==> config.mk <==
export PLATFORM = sky130hd
export DESIGN_NAME = pwm_switch_ctrl
export DESIGN_NICKNAME = d
export VERILOG_FILES = /design/src/rtl/pwm_pkg.sv /design/src/rtl/pwm_sync.sv /design/src/rtl/pwm_cycle_timer.sv /design/src/rtl/pwm_gate_ctl.sv /design/src/rtl/pwm_switch_ctrl.sv
export SDC_FILE = /design/constraint.sdc
export NUM_CORES = 1
export LEC_CHECK = 0
export ABC_AREA = 1
export ABC_CLOCK_PERIOD_IN_PS = 3200
export BUFFER_PORTS_ARGS = -buffer_cell sky130_fd_sc_hd__buf_2
export CORE_UTILIZATION = 40
export CTS_CLUSTER_DIAMETER = 200
export DETAILED_ROUTE_END_ITERATION = 16
export SLEW_MARGIN = 5
export SYNTH_ARGS = -nofsm -noshare
export SYNTH_HDL_FRONTEND = slang
export SYNTH_SLANG_ARGS = --single-unit
==> constraint.sdc <==
create_clock -name clk -period 3.2 [get_ports clk]
set_input_delay 0.64 -clock clk [delete_from_list [all_inputs] [get_ports clk]]
set_output_delay 0.64 -clock clk [all_outputs]
set_load 0.01 [all_outputs]
==> src/rtl/pwm_pkg.sv <==
// Package: shared flag bundle and derived constants for the PWM controller.
// Assumes the duty cap is given in whole percent.
package pwm_pkg;

    // Synchronized control flags, in the order the synchronizer carries them.
    typedef struct packed {
        logic fbsel;
        logic shdn;
        logic ovp;
        logic ilim;
        logic trip;
    } ctl_flags_t;

    localparam int unsigned FLAG_W = $bits(ctl_flags_t);

    // Maximum on-time in counts: period times duty percent, rounded down.
    function automatic int unsigned calc_max_on(input int unsigned period,
                                                input int unsigned pct);
        return (period * pct) / 100;
    endfunction

endpackage

==> src/rtl/pwm_sync.sv <==
// Multi-bit, multi-stage synchronizer. Each bit is independent; no bus
// coherence is assumed. Each bit resets to its own value from RST_VAL.
module pwm_sync #(
    parameter int unsigned             WIDTH   = 5,
    parameter int unsigned             STAGES  = 2,
    parameter logic [WIDTH-1:0]        RST_VAL = '0
) (
    input  logic             clk,
    input  logic             rst_n,
    input  logic [WIDTH-1:0] d_i,
    output logic [WIDTH-1:0] q_o
);

    logic [WIDTH-1:0] stage_q [STAGES];

    genvar s;
    generate
        for (s = 0; s < STAGES; s++) begin : g_stage
            if (s == 0) begin : g_first
                // First flop captures the raw asynchronous inputs.
                always_ff @(posedge clk) begin
                    if (!rst_n) stage_q[0] <= RST_VAL;
                    else        stage_q[0] <= d_i;
                end
            end else begin : g_next
                // Later flops let metastability resolve.
                always_ff @(posedge clk) begin
                    if (!rst_n) stage_q[s] <= RST_VAL;
                    else        stage_q[s] <= stage_q[s-1];
                end
            end
        end
    endgenerate

    assign q_o = stage_q[STAGES-1];

endmodule

==> src/rtl/pwm_cycle_timer.sv <==
// Free-running period counter standing in for the timing-capacitor oscillator.
// The count runs 0..PERIOD-1. Reset loads PERIOD-1, so the first period
// begins on the first edge after reset is released. Assumes MAX_ON < PERIOD.
module pwm_cycle_timer #(
    parameter int unsigned PERIOD = 40,
    parameter int unsigned MAX_ON = 34,
    localparam int unsigned CW    = (PERIOD > 1) ? $clog2(PERIOD) : 1
) (
    input  logic          clk,
    input  logic          rst_n,
    output logic [CW-1:0] cnt_o,
    output logic          start_o,
    output logic          last_o,
    output logic          cap_o
);

    localparam logic [CW-1:0] CNT_LAST = CW'(PERIOD - 1);
    localparam logic [CW-1:0] CNT_CAP  = CW'(MAX_ON - 1);

    logic [CW-1:0] cnt_q;

    // Advance the count and wrap at the end of the period.
    always_ff @(posedge clk) begin
        if (!rst_n)                cnt_q <= CNT_LAST;
        else if (cnt_q == CNT_LAST) cnt_q <= '0;
        else                       cnt_q <= cnt_q + 1'b1;
    end

    // Decode period markers from the count.
    always_comb begin
        start_o = (cnt_q == '0) && rst_n;
        last_o  = (cnt_q == CNT_LAST);
        cap_o   = (cnt_q == CNT_CAP);
    end

    assign cnt_o = cnt_q;

    assert_count_range_R2: assert property (@(posedge clk) disable iff (!rst_n)
        cnt_q <= CNT_LAST);

    assert_start_single_R2: assert property (@(posedge clk) disable iff (!rst_n)
        start_o |=> !start_o);

    assert_last_then_start_R2: assert property (@(posedge clk) disable iff (!rst_n)
        last_o |=> start_o);

endmodule

==> src/rtl/pwm_gate_ctl.sv <==
// Gate state for one switching period. The gate is set at the period start
// unless shutdown or overvoltage is active. It is cleared by a comparator
// trip, the current limit, the duty cap, shutdown or overvoltage, and stays
// clear until the next start. Shutdown and overvoltage also mask the output
// at once. All flags are assumed already synchronized.
module pwm_gate_ctl #(
    parameter int unsigned PERIOD = 40,
    parameter int unsigned MAX_ON = 34,
    localparam int unsigned CW    = (PERIOD > 1) ? $clog2(PERIOD) : 1
) (
    input  logic          clk,
    input  logic          rst_n,
    input  logic [CW-1:0] cnt_i,
    input  logic          last_i,
    input  logic          cap_i,
    input  logic          start_i,
    input  logic          trip_i,
    input  logic          ilim_i,
    input  logic          ovp_i,
    input  logic          shdn_i,
    output logic          gate_o
);

    logic gate_q;
    logic block_w;
    logic stop_w;

    // Conditions that forbid turn-on and those that end the on-time.
    always_comb begin
        block_w = shdn_i | ovp_i;
        stop_w  = trip_i | ilim_i | cap_i | block_w;
    end

    // Set at the period wrap; clear once per period on any stop condition.
    always_ff @(posedge clk) begin
        if (!rst_n)          gate_q <= 1'b0;
        else if (last_i)     gate_q <= ~block_w;
        else if (stop_w)     gate_q <= 1'b0;
    end

    // Output mask: shutdown and overvoltage win at once.
    assign gate_o = gate_q & ~block_w;

    assert_rise_at_start_R3: assert property (@(posedge clk) disable iff (!rst_n)
        $rose(gate_q) |-> start_i);

    assert_no_retrigger_R5: assert property (@(posedge clk) disable iff (!rst_n)
        (!gate_q && !last_i) |=> !gate_q);

    assert_trip_clears_R4: assert property (@(posedge clk) disable iff (!rst_n)
        (trip_i && !last_i) |=> !gate_q);

    assert_limit_clears_R6: assert property (@(posedge clk) disable iff (!rst_n)
        (ilim_i && !last_i) |=> !gate_q);

    assert_duty_cap_R7: assert property (@(posedge clk) disable iff (!rst_n)
        gate_q |-> (cnt_i < CW'(MAX_ON)));

    assert_ovp_blocks_R9: assert property (@(posedge clk) disable iff (!rst_n)
        ovp_i |=> !gate_q);

    assert_shdn_blocks_R8: assert property (@(posedge clk) disable iff (!rst_n)
        shdn_i |=> !gate_q);

endmodule

==> src/rtl/pwm_switch_ctrl.sv <==
// Top level of the peak-current-mode PWM switch controller. It synchronizes
// the asynchronous flags, runs the period counter and the gate state, and
// drives the feedback select. Assumes 0 < DUTY_PCT < 100 and PERIOD >= 4.
module pwm_switch_ctrl #(
    parameter int unsigned PERIOD      = 40,
    parameter int unsigned DUTY_PCT    = 85,
    parameter int unsigned SYNC_STAGES = 2
) (
    input  logic clk,
    input  logic rst_n,
    input  logic trip_i,
    input  logic ilim_i,
    input  logic ovp_i,
    input  logic shdn_i,
    input  logic fb_sel_i,
    output logic gate_o,
    output logic fbsel_o,
    output logic cyc_start_o
);

    import pwm_pkg::*;

    localparam int unsigned MAX_ON = calc_max_on(PERIOD, DUTY_PCT);
    localparam int unsigned CW     = (PERIOD > 1) ? $clog2(PERIOD) : 1;
    localparam ctl_flags_t  FLAG_RST = '{fbsel: 1'b1, default: 1'b0};

    ctl_flags_t    raw_w;
    ctl_flags_t    sync_w;
    logic [CW-1:0] cnt_w;
    logic          start_w;
    logic          last_w;
    logic          cap_w;

    // Bundle the raw asynchronous inputs.
    always_comb begin
        raw_w.fbsel = fb_sel_i;
        raw_w.shdn  = shdn_i;
        raw_w.ovp   = ovp_i;
        raw_w.ilim  = ilim_i;
        raw_w.trip  = trip_i;
    end

    pwm_sync #(
        .WIDTH   (FLAG_W),
        .STAGES  (SYNC_STAGES),
        .RST_VAL (FLAG_RST)
    ) u_sync (
        .clk   (clk),
        .rst_n (rst_n),
        .d_i   (raw_w),
        .q_o   (sync_w)
    );

    pwm_cycle_timer #(
        .PERIOD (PERIOD),
        .MAX_ON (MAX_ON)
    ) u_timer (
        .clk     (clk),
        .rst_n   (rst_n),
        .cnt_o   (cnt_w),
        .start_o (start_w),
        .last_o  (last_w),
        .cap_o   (cap_w)
    );

    pwm_gate_ctl #(
        .PERIOD (PERIOD),
        .MAX_ON (MAX_ON)
    ) u_gate (
        .clk     (clk),
        .rst_n   (rst_n),
        .cnt_i   (cnt_w),
        .last_i  (last_w),
        .cap_i   (cap_w),
        .start_i (start_w),
        .trip_i  (sync_w.trip),
        .ilim_i  (sync_w.ilim),
        .ovp_i   (sync_w.ovp),
        .shdn_i  (sync_w.shdn),
        .gate_o  (gate_o)
    );

    assign fbsel_o     = sync_w.fbsel;
    assign cyc_start_o = start_w;

    assert_fbsel_follows_R10: assert property (@(posedge clk) disable iff (!rst_n)
        $changed(fbsel_o) |-> $past(fb_sel_i, 2) == fbsel_o);

endmodule

* After elaboration in Yosys (flattened, before gate mapping)
Memories as Yosys holds them, arrays and structs flattened.
Index checks and enable logic that the tools add are counted.
** Word-level totals
- Flip-flop bits (word level) :: 7
- Bits in writable memories :: 10
- Bits of input ports :: 7
- Word-level logic and storage cells :: 27
- Memories kept :: 1
** Cells by class
- $add $sub $neg :: 1
- Equal/unequal tests :: 2
- Multiplexer cells :: 7
- Bitwise gates (word level) :: 9
- Reduce and logical (&&, ||, !) cells :: 4
** Memories
- u_sync.stage_q :: words 2, bits a word 5, read ports 2, clocked after Yosys merged registers in 0, write ports 2, RTL line pwm_sync.sv:14 : logic [WIDTH-1:0] stage_q [STAGES];
** Operator list (number)
- == test 6 bit, second input constant :: 2
- 2-to-1 mux 5 bit :: 2
- adder 6 x 1 -> 6 bit, second input constant :: 1
- logical NOT 6 bit :: 1
- 2-to-1 mux 6 bit :: 1
- OR 1 bit :: 6
- 2-to-1 mux 1 bit :: 4
- NOT 1 bit :: 2
- nonzero test 2 bit :: 1
- OR reduction 2 bit :: 1
- bitwise AND 1 bit :: 1
- logical AND 1 bit :: 1

* Longest topological paths before layout
Gate-level depths: netlist of run 1.
- Depth in word-level cells :: 5
- Gate-level depth with buffers :: 6

* Modules after synthesis
A second synthesis of run 1 with hierarchy kept.
** Unflattened totals
- Cells, all modules :: 87
- Area, all modules :: 680.7 sq um
** By module, submodules not included
- pwm_cycle_timer :: times used 1, cells an instance 44, area an instance 329.1 sq um, seq. area each 120.1 sq um
- pwm_sync :: times used 1, cells an instance 31, area an instance 286.5 sq um, seq. area each 200.2 sq um
- pwm_gate_ctl :: times used 1, cells an instance 12, area an instance 65.1 sq um, seq. area each 20.0 sq um

* Least setup slack after synthesis of run 1
No wires, ideal clock.
- Path type :: in2out
- Start :: input port rst_n
- End :: output port cyc_start_o
- Arrival time :: 1.095 ns
- Required time :: 2.560 ns
- Path slack :: 1.465 ns
- Cell stages on the path :: 2
- Buffers on the path :: 0
- Cells stage by stage :: inv_1 -> nor4_1
** Between the ends
- Word-level cells in the longest chain between the ends :: 1
** RTL lines
- start: declaration :: RTL line pwm_switch_ctrl.sv:10 : input logic rst_n,
- logical AND 1 bit :: RTL line pwm_cycle_timer.sv:31 : start_o = (cnt_q == '0) && rst_n;
- end: declaration :: RTL line pwm_switch_ctrl.sv:18 : output logic cyc_start_o
No other way between the ends.

* Worst setup path in the final report of run 1
Ends and elaborated chain as after synthesis.

==> tab_implementation.tex, run 1 <==
\begin{tabular}{lr}
\hline
Metric & Value \\
\hline
\multicolumn{2}{l}{\textbf{Setup path}} \\
\quad Crit path to & cyc\_start\_o \\
\quad Required time at the endpoint of the critical path & 2.56 ns \\
\quad Capture instance of the worst register-to-register path & u\_timer.cnt\_o[1] \\
\quad Critical Path AT & 1.40 ns \\
\quad Critical Path Sink Type & primary output \\
\quad R2R cell count & 3 \\
\quad Crit path max fanout & 13 \\
\quad Category of the worst setup path launch point & input pin \\
\quad Critical path type & in2out \\
\quad Beginning of the critical path & rst\_n \\
\quad FF-to-FF Start & u\_timer.cnt\_o[0] \\
\quad Flop2flop setup slack & just over 2 ns \\
\multicolumn{2}{l}{\textbf{STA}} \\
\quad Final TNS setup & 0 ns \\
\quad Final-report max-slew violation count & 0 \\
\quad Clock Skew & roughly 0.014 ns \\
\quad Headroom to the max-slew limit & 0.8374 \\
\quad Worst-margin pin slew & 0.2417 ns \\
\quad Hold Vio Cnt, Final & 0 \\
\quad Highest clock frequency the design can meet & between 0.4 and 0.5 GHz \\
\quad Final period demand of the worst path & approximately 2.0 ns \\
\quad Setup repair after global routing missed its margin & false \\
\quad Total of endpoints with negative setup slack in the final report & 0 \\
\quad Post-route clock period utilization & 0.6380 \\
\multicolumn{2}{l}{\textbf{Synthesis}} \\
\quad Sequential element share of the synthesized area & 0.5241 \\
\quad Syn Std Cell Area & 649.4 um2 \\
\quad Yosys synthesis warning count & 0 \\
\quad Post-synthesis net count & 91 \\
\quad Cell taking the most area after synthesis & sky130\_fd\_sc\_hd\_\_dfxtp\_1 \\
\quad Fraction of synthesized cell area taken by the top area cell type & 0.5241 \\
\quad Gate count of the mapped netlist & between 80 and 90 \\
\quad Total of flip-flops plus latches after synthesis & 17 \\
\quad Leading cell types by total area after synthesis & sky130\_fd\_sc\_hd\_\_dfxtp\_1 52\%, sky130\_fd\_sc\_hd\_\_nand2\_1 12\%, sky130\_fd\_sc\_hd\_\_inv\_1 8.1\% \\
\quad Mapped Avg Cell Area & between 8 and 9 um2 \\
\quad Number of distinct library cells after synthesis & 17 \\
\multicolumn{2}{l}{\textbf{Clocking}} \\
\quad CTS Root Buffer Type & sky130\_fd\_sc\_hd\_\_clkbuf\_4 \\
\quad Post-CTS clock slew at the launch and capture registers of the worst setup and hold paths & roughly 0.090 ns \\
\quad Worst-skew pair later-pin latency & 0.29 ns \\
\quad Post-CTS setup repair buffer count & 0 \\
\quad Sink Count & 17 \\
\quad Cts repair resizes & 0 \\
\quad Hold buffer count at CTS & 0 \\
\quad Number of buffers created by CTS & 3 \\
\quad Number of buffers between clock root and the deepest sink & 2 \\
\quad H-tree levels & 1 \\
\quad TritonCTS clock tree & done \\
\multicolumn{2}{l}{\textbf{Placed design}} \\
\quad Routability congestion estimate from global placement & between 0.7 and 0.8 \\
\quad Detailed-placement wirelength estimate & 749.6 um \\
\quad Number of I/O port buffers & 9 \\
\multicolumn{2}{l}{\textbf{Detailed routing}} \\
\quad Vias/cell & 4.358 \\
\quad Count of unresolved DRC violations after routing & 0 \\
\quad Remaining antenna violation count after routing & 0 \\
\quad Violation count after the first detailed-route iteration & 8 \\
\quad Number of iterations in the first detailed-routing pass & 4 \\
\quad Vias after detailed routing & $\sim$480 \\
\quad Mean routed wirelength per cell & between 8 and 9 um \\
\quad Final wirelength & between 900 and 1000 um \\
\multicolumn{2}{l}{\textbf{Min path}} \\
\quad HP Start & u\_sync.stage\_q[0][2] \\
\quad Path category of the worst min-delay check & reg2reg \\
\quad Hold-critical path depth & 2 \\
\multicolumn{2}{l}{\textbf{Die}} \\
\quad Die Y & approximately 42 um \\
\quad I/O pin total & 10 \\
\quad Overall die area & 0.001788 mm2 \\
\quad Site Rows & 14 \\
\quad Area of the core region & 0.001506 mm2 \\
\quad Die boundary width & 42.29 um \\
\quad Initial core utilization & 0.4311 \\
\multicolumn{2}{l}{\textbf{Final layout}} \\
\quad Synth-to-Final Area Change & 13.49\% \\
\quad Fraction of layout instances using a drive strength above 1 & 0.2151 \\
\quad \# nets final & approximately 100 \\
\quad Number of inserted diodes & 0 \\
\multicolumn{2}{l}{\textbf{Global route}} \\
\quad Largest net degree at the start of global routing & 14 \\
\quad Number of antenna violations at the first check in global routing & 0 \\
\quad GRT Overall Usage & 0.1248 \\
\quad Number of global-route vias before repair & 400 \\
\quad Sum of overflow across all layers after global routing & 0 \\
\quad First-pass GRT wire length & 1635 um \\
\multicolumn{2}{l}{\textbf{Power}} \\
\quad Total leakage power & $\sim$0.43 nW \\
\quad Power density relative to cell area & approximately 670 mW/mm2 \\
\quad Maximum resistive drop on vdd & about 0.28 mV \\
\quad Total power & about 0.00049 W \\
\multicolumn{2}{l}{\textbf{Status}} \\
\quad Result of the run & finished clean \\
\multicolumn{2}{l}{\textbf{Job}} \\
\quad Number of maximum-capacitance constraint violations & 0 \\
\hline
\end{tabular}
critical path: stages:
cell and delay, ns:
sky130_fd_sc_hd__buf_2 0.21, sky130_fd_sc_hd__inv_1 0.12, sky130_fd_sc_hd__nor4_1 0.25, sky130_fd_sc_hd__buf_2 0.18
cells in the final DEF, fill, tap and decap left out:
cell                       instances
sky130_fd_sc_hd__or2_0             1
sky130_fd_sc_hd__clkinv_2          1
sky130_fd_sc_hd__inv_1            14
sky130_fd_sc_hd__nor2_1            7
sky130_fd_sc_hd__inv_2             1
sky130_fd_sc_hd__ha_1              3
sky130_fd_sc_hd__buf_2             9
sky130_fd_sc_hd__o21bai_1          1
sky130_fd_sc_hd__or2_2             3
sky130_fd_sc_hd__o21ai_0           1
sky130_fd_sc_hd__xor2_1            2
sky130_fd_sc_hd__a21oi_1           1
sky130_fd_sc_hd__clkbuf_4          3
sky130_fd_sc_hd__nand3_1           4
sky130_fd_sc_hd__nor2_2            2
sky130_fd_sc_hd__nand2_1          21
sky130_fd_sc_hd__nor4_1            1
sky130_fd_sc_hd__nand2_2           1
sky130_fd_sc_hd__dfxtp_1          17
worst min path at each step:
| stage | endpoint | slack, ns |
|---|---|---|
| finish | u_sync.stage_q[1][2] | 0.42 |
| global route | u_sync.stage_q[1][2] | 0.43 |
| CTS | u_sync.stage_q[1][2] | 0.42 |
| detailed placement | u_sync.stage_q[1][4] | 0.40 |
| global placement | u_sync.stage_q[1][0] | 0.40 |
| floorplan | u_sync.stage_q[1][0] | 0.39 |
routing by layer:
| layer | share of wire | up-vias | GRT usage |
|---|---|---|---|
| met3 | 0.029 | 2 | 0.03879 |
| li1 | - | 262 | - |
| met4 | 0.0061 | 0 | 0.07500 |
| met5 | 0 | - | 0 |
| met1 | 0.51 | 202 | 0.1499 |
| met2 | 0.46 | 9 | 0.1938 |
power breakdown:
group	internal [W]	switching, W	leakage [nW]
logic	0.0000459	0.0000680	0.270
clock network	0.0000464	0.0000652	0.0177
registers	0.000241	0.0000244	0.141
stage by stage:
step                hold slack, ns  cell area [um2]  setup slack [ns]  instances    util
floorplan                   0.3900            649.4             1.465         81       -
global placement            0.3953            709.4             1.194        105  0.4709
detailed placement          0.3989            709.4             1.146        105  0.4709
CTS                         0.4212            737.0             1.137        109  0.4892
global route                0.4302            737.0             1.061        109  0.4892
finish                      0.4180            737.0             1.158        109  0.4892
Yosys cell counts:
cell	n
sky130_fd_sc_hd__inv_2	1
sky130_fd_sc_hd__buf_2	1
sky130_fd_sc_hd__o21ai_0	1
sky130_fd_sc_hd__or2_2	3
sky130_fd_sc_hd__nor4_1	1
sky130_fd_sc_hd__dfxtp_1	17
sky130_fd_sc_hd__nand2_2	1
sky130_fd_sc_hd__nand2_1	21
sky130_fd_sc_hd__a21oi_1	1
sky130_fd_sc_hd__o21bai_1	1
sky130_fd_sc_hd__nand3_1	4
sky130_fd_sc_hd__or2_0	1
sky130_fd_sc_hd__nor2_2	2
sky130_fd_sc_hd__nor2_1	7
sky130_fd_sc_hd__inv_1	14
sky130_fd_sc_hd__xor2_1	2
sky130_fd_sc_hd__ha_1	3
kinds of logic after synthesis:
logic type	Yosys count	synth area share
buffers and inverters	16	0.09440
AOI/OAI and AO/OA	3	0.02696
xor gates and xnor gates	2	0.02698
and+or+nand+nor	40	0.2698
DFF	17	0.5241
adders and majority gates	3	0.05781
final cells by class:
class / instances / area [um2]
fillers: 154 / 769.5
flip-flops and latches: 17 / 340.3
multi-input cells: 48 / 247.7
inverters: 15 / 56.30
repair buffers: 9 / 45.04
clock buffers: 3 / 22.52
well taps: 16 / 20.02
clock inverters: 1 / 5.005
state kept, by name (all words and copies together), names as in the netlist:
register,cells
u_sync.stage_q,10
u_timer.cnt_o,6
u_gate.gate_q,1
Note: power is estimated with default switching activity, not from simulation.
==> run 2, diff against run 1 <==
--- a/config.mk
+++ b/config.mk
@@ -6,7 +6,7 @@
 export NUM_CORES = 1
 export LEC_CHECK = 0
 export ABC_AREA = 1
-export ABC_CLOCK_PERIOD_IN_PS = 3200
+export ABC_CLOCK_PERIOD_IN_PS = 1700
 export BUFFER_PORTS_ARGS = -buffer_cell sky130_fd_sc_hd__buf_2
 export CORE_UTILIZATION = 40
 export CTS_CLUSTER_DIAMETER = 200
==> constraint.sdc (replaced) <==
create_clock -name clk -period 1.7 [get_ports clk]
set_input_delay 0.34 -clock clk [delete_from_list [all_inputs] [get_ports clk]]
set_output_delay 0.34 -clock clk [all_outputs]
set_load 0.01 [all_outputs]
==> run 2 against run 1 <==
- wire length is 5.0% lower
- clock-buffer cell count up 1
- worst setup slack got worse by 1.1 ns
- register-to-register slack got worse by 1.5 ns
- largest cell class unchanged
==> tab_implementation.tex, run 2 (synthesis results as in run 1) <==
\begin{tabular}{lr}
\hline
Metric & Value \\
\hline
\multicolumn{2}{l}{\textbf{STA}} \\
\quad Setup repair after global routing missed its margin & false \\
\quad Hold Vio Cnt, Final & 0 \\
\quad Final-report max-slew violation count & 0 \\
\quad Clock Skew & roughly 0.0051 ns \\
\quad Post-route clock period utilization & 0.9391 \\
\quad Headroom to the max-slew limit & 0.8589 \\
\quad Highest clock frequency the design can meet & 0.6264 GHz \\
\quad Total of endpoints with negative setup slack in the final report & 0 \\
\quad Final TNS setup & 0 ns \\
\quad Worst-margin pin slew & 0.2097 ns \\
\quad Final period demand of the worst path & $\sim$1.6 ns \\
\multicolumn{2}{l}{\textbf{Clocking}} \\
\quad Worst-skew pair later-pin latency & between 0.2 and 0.3 ns \\
\quad Number of buffers between clock root and the deepest sink & 2 \\
\quad TritonCTS clock tree & done \\
\quad Number of buffers created by CTS & 3 \\
\quad Post-CTS setup repair buffer count & 0 \\
\quad CTS Root Buffer Type & sky130\_fd\_sc\_hd\_\_clkbuf\_4 \\
\quad Cts repair resizes & 0 \\
\quad Post-CTS clock slew at the launch and capture registers of the worst setup and hold paths & 0.10 ns \\
\quad Sink Count & 17 \\
\quad Hold buffer count at CTS & 0 \\
\quad H-tree levels & 1 \\
\multicolumn{2}{l}{\textbf{Placed design}} \\
\quad Total placed cells including tap cells & 105 \\
\quad Number of I/O port buffers & 9 \\
\quad Detailed-placement wirelength estimate & between 700 and 800 um \\
\quad Routability congestion estimate from global placement & between 0.7 and 0.8 \\
\multicolumn{2}{l}{\textbf{Global route}} \\
\quad Sum of overflow across all layers after global routing & 0 \\
\quad First-pass GRT wire length & around 1700 um \\
\quad Largest net degree at the start of global routing & 14 \\
\quad Number of global-route vias before repair & between 400 and 500 \\
\quad GRT Overall Usage & 0.1248 \\
\quad Number of antenna violations at the first check in global routing & 0 \\
\multicolumn{2}{l}{\textbf{Power}} \\
\quad Maximum resistive drop on vdd & about 0.52 mV \\
\quad Power density relative to cell area & around 1300 mW/mm2 \\
\quad Total leakage power & about 0.43 nW \\
\multicolumn{2}{l}{\textbf{Setup path}} \\
\quad Critical Path AT & between 1 and 1.5 ns \\
\quad Critical Path Sink Type & primary output \\
\quad FF-to-FF Start & u\_timer.cnt\_o[1] \\
\quad Crit path to & cyc\_start\_o \\
\quad Critical path type & reg2out \\
\quad R2R cell count & 6 \\
\quad Flop2flop setup slack & about 0.55 ns \\
\quad Beginning of the critical path & u\_timer.cnt\_o[0] \\
\quad Crit path max fanout & 4 \\
\quad Category of the worst setup path launch point & flip-flop \\
\quad Required time at the endpoint of the critical path & between 1 and 1.5 ns \\
\quad Capture instance of the worst register-to-register path & u\_timer.cnt\_o[3] \\
\multicolumn{2}{l}{\textbf{Final layout}} \\
\quad Register ranked first by flip-flop count & u\_sync.stage\_q \\
\quad Most common cell after layout, fill and taps aside & sky130\_fd\_sc\_hd\_\_nand2\_1 \\
\quad Fraction of layout instances using a drive strength above 1 & 0.2043 \\
\quad Non-Filler Instances & between 100 and 150 \\
\quad Top library cells by usage in the layout, fill and taps aside & 21 x sky130\_fd\_sc\_hd\_\_nand2\_1, 17 x sky130\_fd\_sc\_hd\_\_dfxtp\_1, 14 x sky130\_fd\_sc\_hd\_\_inv\_1 \\
\quad Synth-to-Final Area Change & 13.29\% \\
\quad \# nets final & 104 \\
\quad Number of filler cells placed in the layout & around 150 \\
\quad Number of inserted diodes & 0 \\
\quad Flip-flop count of the largest register, all copies and words added & 10 \\
\multicolumn{2}{l}{\textbf{Min path}} \\
\quad Path category of the worst min-delay check & in2reg \\
\multicolumn{2}{l}{\textbf{Detailed routing}} \\
\quad Violation count after the first detailed-route iteration & 5 \\
\quad Remaining antenna violation count after routing & 0 \\
\quad Metal-1 WL & $\sim$470 um \\
\quad Vias/cell & 4.349 \\
\quad Met3 wirelength from detailed routing & approximately 26 um \\
\quad Uppermost layer routed & met4 \\
\quad Number of iterations in the first detailed-routing pass & 3 \\
\quad Mean routed wirelength per cell & 8.523 um \\
\quad WL met2 & $\sim$430 um \\
\quad Vias after detailed routing & between 400 and 500 \\
\quad Count of unresolved DRC violations after routing & 0 \\
\quad Final wirelength & between 900 and 1000 um \\
\multicolumn{2}{l}{\textbf{Die}} \\
\quad Die boundary width & between 40 and 50 um \\
\quad I/O pin total & 10 \\
\quad Area of the core region & 0.001506 mm2 \\
\quad Initial core utilization & 0.4311 \\
\quad Die Y & 42.29 um \\
\quad Overall die area & $\sim$0.0018 mm2 \\
\quad Site Rows & 14 \\
\multicolumn{2}{l}{\textbf{Status}} \\
\quad Result of the run & finished clean \\
\multicolumn{2}{l}{\textbf{Job}} \\
\quad Number of maximum-capacitance constraint violations & 0 \\
\hline
\end{tabular}
[run 2: cell count changes in the layout (fill, tap and decap cells not counted), sizes merged]
| cell | change |
|---|---|
| clkbuf | +1 |
| clkinv | -1 |
[run 2: how the worst min path moves through the flow]
stage                         startpoint                   end  slack, ns  cells past startpoint
floorplan           u_sync.stage_q[0][0]  u_sync.stage_q[1][0]       0.39                      2
global placement    u_sync.stage_q[0][0]  u_sync.stage_q[1][0]       0.40                      2
detailed placement  u_sync.stage_q[0][3]  u_sync.stage_q[1][3]       0.40                      2
CTS                               shdn_i  u_sync.stage_q[0][3]       0.22                      3
global route                      ilim_i  u_sync.stage_q[0][1]       0.22                      3
finish                            ilim_i  u_sync.stage_q[0][1]       0.23                      3
[run 2: metal layers]
metal  GRT usage  vias to the layer above
li1            -                      263
met1      0.1362                      202
met2      0.2092                        7
met3     0.02586                        2
met4     0.09375                        0
met5           0                        -
[run 2: critical path: stages, from the launching register on]
cell and delay [ns]:
sky130_fd_sc_hd__dfxtp_1 0.35, sky130_fd_sc_hd__inv_1 0.11, sky130_fd_sc_hd__ha_1 0.15, sky130_fd_sc_hd__nand2_1 0.05, sky130_fd_sc_hd__nor4_1 0.16, sky130_fd_sc_hd__buf_2 0.17
[run 2: layout make-up]
cell class | count | area (um2) | area share
Clock buffer | 4 | 26.28 | 0.03571
Inverter | 15 | 56.30 | 0.07653
Sequential cell | 17 | 340.3 | 0.4626
Multi-Input combinational cell | 48 | 247.7 | 0.3367
Tap cell | 16 | 20.02 | 0.02721
Timing Repair Buffer | 9 | 45.04 | 0.06122
[run 2: power breakdown]
group          internal [W]  switching, W  leakage (nW)
clock network     0.0000911      0.000121        0.0150
registers          0.000453     0.0000462         0.141
logic             0.0000863      0.000125         0.270
[run 2: per-stage QoR]
stage | worst slack (ns) | area, um2 | total power [W] | utilization | hold slack (ns)
after floorplan | 0.4245 | 649.4 | 0.0006680 | - | 0.3900
after global placement | 0.2946 | 709.4 | 0.0007196 | 0.4709 | 0.3952
after detailed placement | 0.2871 | 709.4 | 0.0007235 | 0.4709 | 0.3992
after CTS | 0.08677 | 735.7 | 0.0009365 | 0.4884 | 0.2175
after global routing | 0.006693 | 735.7 | 0.0009941 | 0.4884 | 0.2230
final | 0.1035 | 735.7 | 0.0009232 | 0.4884 | 0.2284
==> run 3, diff against run 2 <==
--- a/config.mk
+++ b/config.mk
@@ -8,9 +8,10 @@
 export ABC_AREA = 1
 export ABC_CLOCK_PERIOD_IN_PS = 1700
 export BUFFER_PORTS_ARGS = -buffer_cell sky130_fd_sc_hd__buf_2
-export CORE_UTILIZATION = 40
+export CORE_UTILIZATION = 46
 export CTS_CLUSTER_DIAMETER = 200
 export DETAILED_ROUTE_END_ITERATION = 16
+export PLACE_DENSITY = 0.69
 export SLEW_MARGIN = 5
 export SYNTH_ARGS = -nofsm -noshare
 export SYNTH_HDL_FRONTEND = slang
==> run 3 against run 2 <==
- sequential power about the same
- final cell count stayed put
- clock skew decreased by 0.0015 ns
- register-to-register slack worse by 0.02 ns
- die area shrank 12%
- largest power group unchanged
- via count is 3.2% higher
- design area is 1.0% higher
- wire length is 5.1% higher
- critical endpoint unchanged
==> tab_implementation.tex, run 3 (synthesis results as in run 1) <==
\begin{tabular}{lr}
\hline
Metric & Value \\
\hline
\multicolumn{2}{l}{\textbf{Clocking}} \\
\quad CTS Root Buffer Type & sky130\_fd\_sc\_hd\_\_clkbuf\_4 \\
\quad Number of buffers created by CTS & 3 \\
\quad TritonCTS clock tree & done \\
\quad Number of buffers between clock root and the deepest sink & 2 \\
\quad Hold buffer count at CTS & 0 \\
\quad H-tree levels & 1 \\
\quad Post-CTS clock slew at the launch and capture registers of the worst setup and hold paths & 0.10 ns \\
\quad Sink Count & 17 \\
\quad Worst-skew pair later-pin latency & a little under 0.3 ns \\
\multicolumn{2}{l}{\textbf{Detailed routing}} \\
\quad Vias after detailed routing & approximately 490 \\
\quad Remaining antenna violation count after routing & 0 \\
\quad Number of iterations in the first detailed-routing pass & 4 \\
\quad Vias/cell & roughly 4.5 \\
\quad Mean routed wirelength per cell & a little under 9 um \\
\quad Final wirelength & 976 um \\
\quad Violation count after the first detailed-route iteration & 6 \\
\quad Count of unresolved DRC violations after routing & 0 \\
\multicolumn{2}{l}{\textbf{Placed design}} \\
\quad Number of I/O port buffers & 9 \\
\quad Detailed-placement wirelength estimate & slightly above 700 um \\
\quad Total placed cells including tap cells & about 110 \\
\quad Routability congestion estimate from global placement & between 0.7 and 0.8 \\
\multicolumn{2}{l}{\textbf{Setup path}} \\
\quad Required time at the endpoint of the critical path & around 1.4 ns \\
\quad Crit path max fanout & 4 \\
\quad Cell Chain, Critical Path & inv\_1, ha\_1, nand2\_1, nor4\_1, buf\_2 \\
\quad Critical Path AT & between 1 and 1.5 ns \\
\quad Critical path type & reg2out \\
\quad Max incr delay on CP & $\sim$0.35 ns \\
\quad Critical Path Sink Type & primary output \\
\quad Category of the worst setup path launch point & flip-flop \\
\quad Crit path max-delay cell type & sky130\_fd\_sc\_hd\_\_dfxtp\_1 \\
\multicolumn{2}{l}{\textbf{Final layout}} \\
\quad Register ranked first by flip-flop count & u\_sync.stage\_q \\
\quad Flip-flop count of the largest register, all copies and words added & 10 \\
\quad Non-Filler Instances & $\sim$110 \\
\quad \# nets final & between 100 and 150 \\
\quad Number of filler cells placed in the layout & 120 \\
\quad Synth-to-Final Area Change & 14.45\% \\
\quad Top library cells by usage in the layout, fill and taps aside & 21 x sky130\_fd\_sc\_hd\_\_nand2\_1, 17 x sky130\_fd\_sc\_hd\_\_dfxtp\_1, 13 x sky130\_fd\_sc\_hd\_\_inv\_1 \\
\quad Fraction of layout instances using a drive strength above 1 & 0.2340 \\
\quad Register area & 340.3 um2 \\
\quad Area occupied by multi-input gates & 247.7 um2 \\
\quad Number of inserted diodes & 0 \\
\quad Util after Layout & 0.5712 \\
\quad Most common cell after layout, fill and taps aside & sky130\_fd\_sc\_hd\_\_nand2\_1 \\
\multicolumn{2}{l}{\textbf{Die}} \\
\quad Die boundary width & between 30 and 40 um \\
\quad Area of the core region & $\sim$0.0013 mm2 \\
\quad I/O pin total & 10 \\
\quad Site Rows & 13 \\
\quad Overall die area & 0.001566 mm2 \\
\quad Die Y & slightly below 40 um \\
\quad Initial core utilization & 0.4990 \\
\multicolumn{2}{l}{\textbf{STA}} \\
\quad Setup repair after global routing missed its margin & false \\
\quad Final TNS setup & 0 ns \\
\quad Headroom to the max-slew limit & 0.8631 \\
\quad Worst-margin pin slew & $\sim$0.20 ns \\
\quad Worst hold slack after final layout & about 0.23 ns \\
\quad Total of endpoints with negative setup slack in the final report & 0 \\
\quad Final period demand of the worst path & 1.583 ns \\
\quad Hold Vio Cnt, Final & 0 \\
\quad Final-report max-slew violation count & 0 \\
\quad Post-route clock period utilization & 0.9310 \\
\quad Highest clock frequency the design can meet & roughly 0.63 GHz \\
\quad Clock Skew & between 0.003 and 0.004 ns \\
\multicolumn{2}{l}{\textbf{Power}} \\
\quad Maximum resistive drop on vdd & approximately 0.56 mV \\
\quad Total leakage power & around 0.43 nW \\
\quad Power density relative to cell area & about 1300 mW/mm2 \\
\quad Total power & approximately 0.00093 W \\
\multicolumn{2}{l}{\textbf{Global route}} \\
\quad Number of global-route vias before repair & 386 \\
\quad Largest net degree at the start of global routing & 13 \\
\quad GR Layer Usage met3 & 0.03409 \\
\quad Number of antenna violations at the first check in global routing & 0 \\
\quad GRT Overall Usage & 0.1434 \\
\quad Sum of overflow across all layers after global routing & 0 \\
\quad Met2 routing resource usage after global routing & 0.2336 \\
\quad First-pass GRT wire length & $\sim$1400 um \\
\quad Met1 track demand over resource & 0.1597 \\
\quad Global routing's busiest layer & met2 \\
\multicolumn{2}{l}{\textbf{Job}} \\
\quad Number of maximum-capacitance constraint violations & 0 \\
\multicolumn{2}{l}{\textbf{Status}} \\
\quad Result of the run & finished clean \\
\multicolumn{2}{l}{\textbf{Min path}} \\
\quad Path category of the worst min-delay check & in2reg \\
\hline
\end{tabular}
## run 3: cell count changes in the layout (fill, tap and decap cells not counted), sizes merged
| cell | change |
|---|---|
| buf | +1 |
| clkbuf | -1 |
| clkinv | +1 |
## run 3: through the flow
step	area [um2]	setup slack, ns
2_1_floorplan	649.4	0.4245
6_report	743.2	0.1172
3_3_place_gp	715.7	0.4536
4_1_cts	743.2	0.07924
5_1_grt	743.2	0.02479
3_5_place_dp	715.7	0.4056
## run 3: cell type report
cell class                      instances  share of cell area
Multi-Input combinational cell         48              0.3333
Clock inverter                          1            0.006734
Tap cell                               15             0.02525
Timing Repair Buffer                   10             0.07071
Clock buffer                            3             0.03030
Sequential cell                        17              0.4579
Inverter                               15             0.07576
## run 3: worst paths after layout
| path | cells past startpoint | slack [ns] | start | end |
|---|---|---|---|---|
| setup / recovery | 5 | 0.12 | u_timer.cnt_o[1] | cyc_start_o |
| hold / removal | 3 | 0.23 | shdn_i | u_sync.stage_q[0][3] |
| setup reg to reg | 6 | 0.53 | u_timer.cnt_o[0] | u_timer.cnt_o[3] |
| hold reg to reg | 2 | 0.42 | u_sync.stage_q[0][1] | u_sync.stage_q[1][1] |
## run 3: worst max-delay path, delay by kind of cell, from the launching register on
kind / cells / cell delay [ns]
adders and majority gates: 1 / 0.15
and+or+nand+nor: 2 / 0.20
buffers and inverters: 2 / 0.26
DFF: 1 / 0.35
## run 3: metal layers
layer  vias to the layer above  routed length [um]
met5                         -                   0
met2                         8                 443
li1                        262                   -
met4                         0                   6
met1                       217                 481
met3                         2                  44
## run 3: what timing repair did
action	in CTS	in global routing
resized for setup	0	1
setup endpoints to repair	0	1
buffers inserted	0	0
hold endpoints to repair	0	0
## run 3: power breakdown
part	internal (W)	switching [W]	total, W
logic	0.0000891	0.000131	0.000220
clock network	0.0000874	0.000125	0.000213
registers	0.000454	0.0000462	0.000500
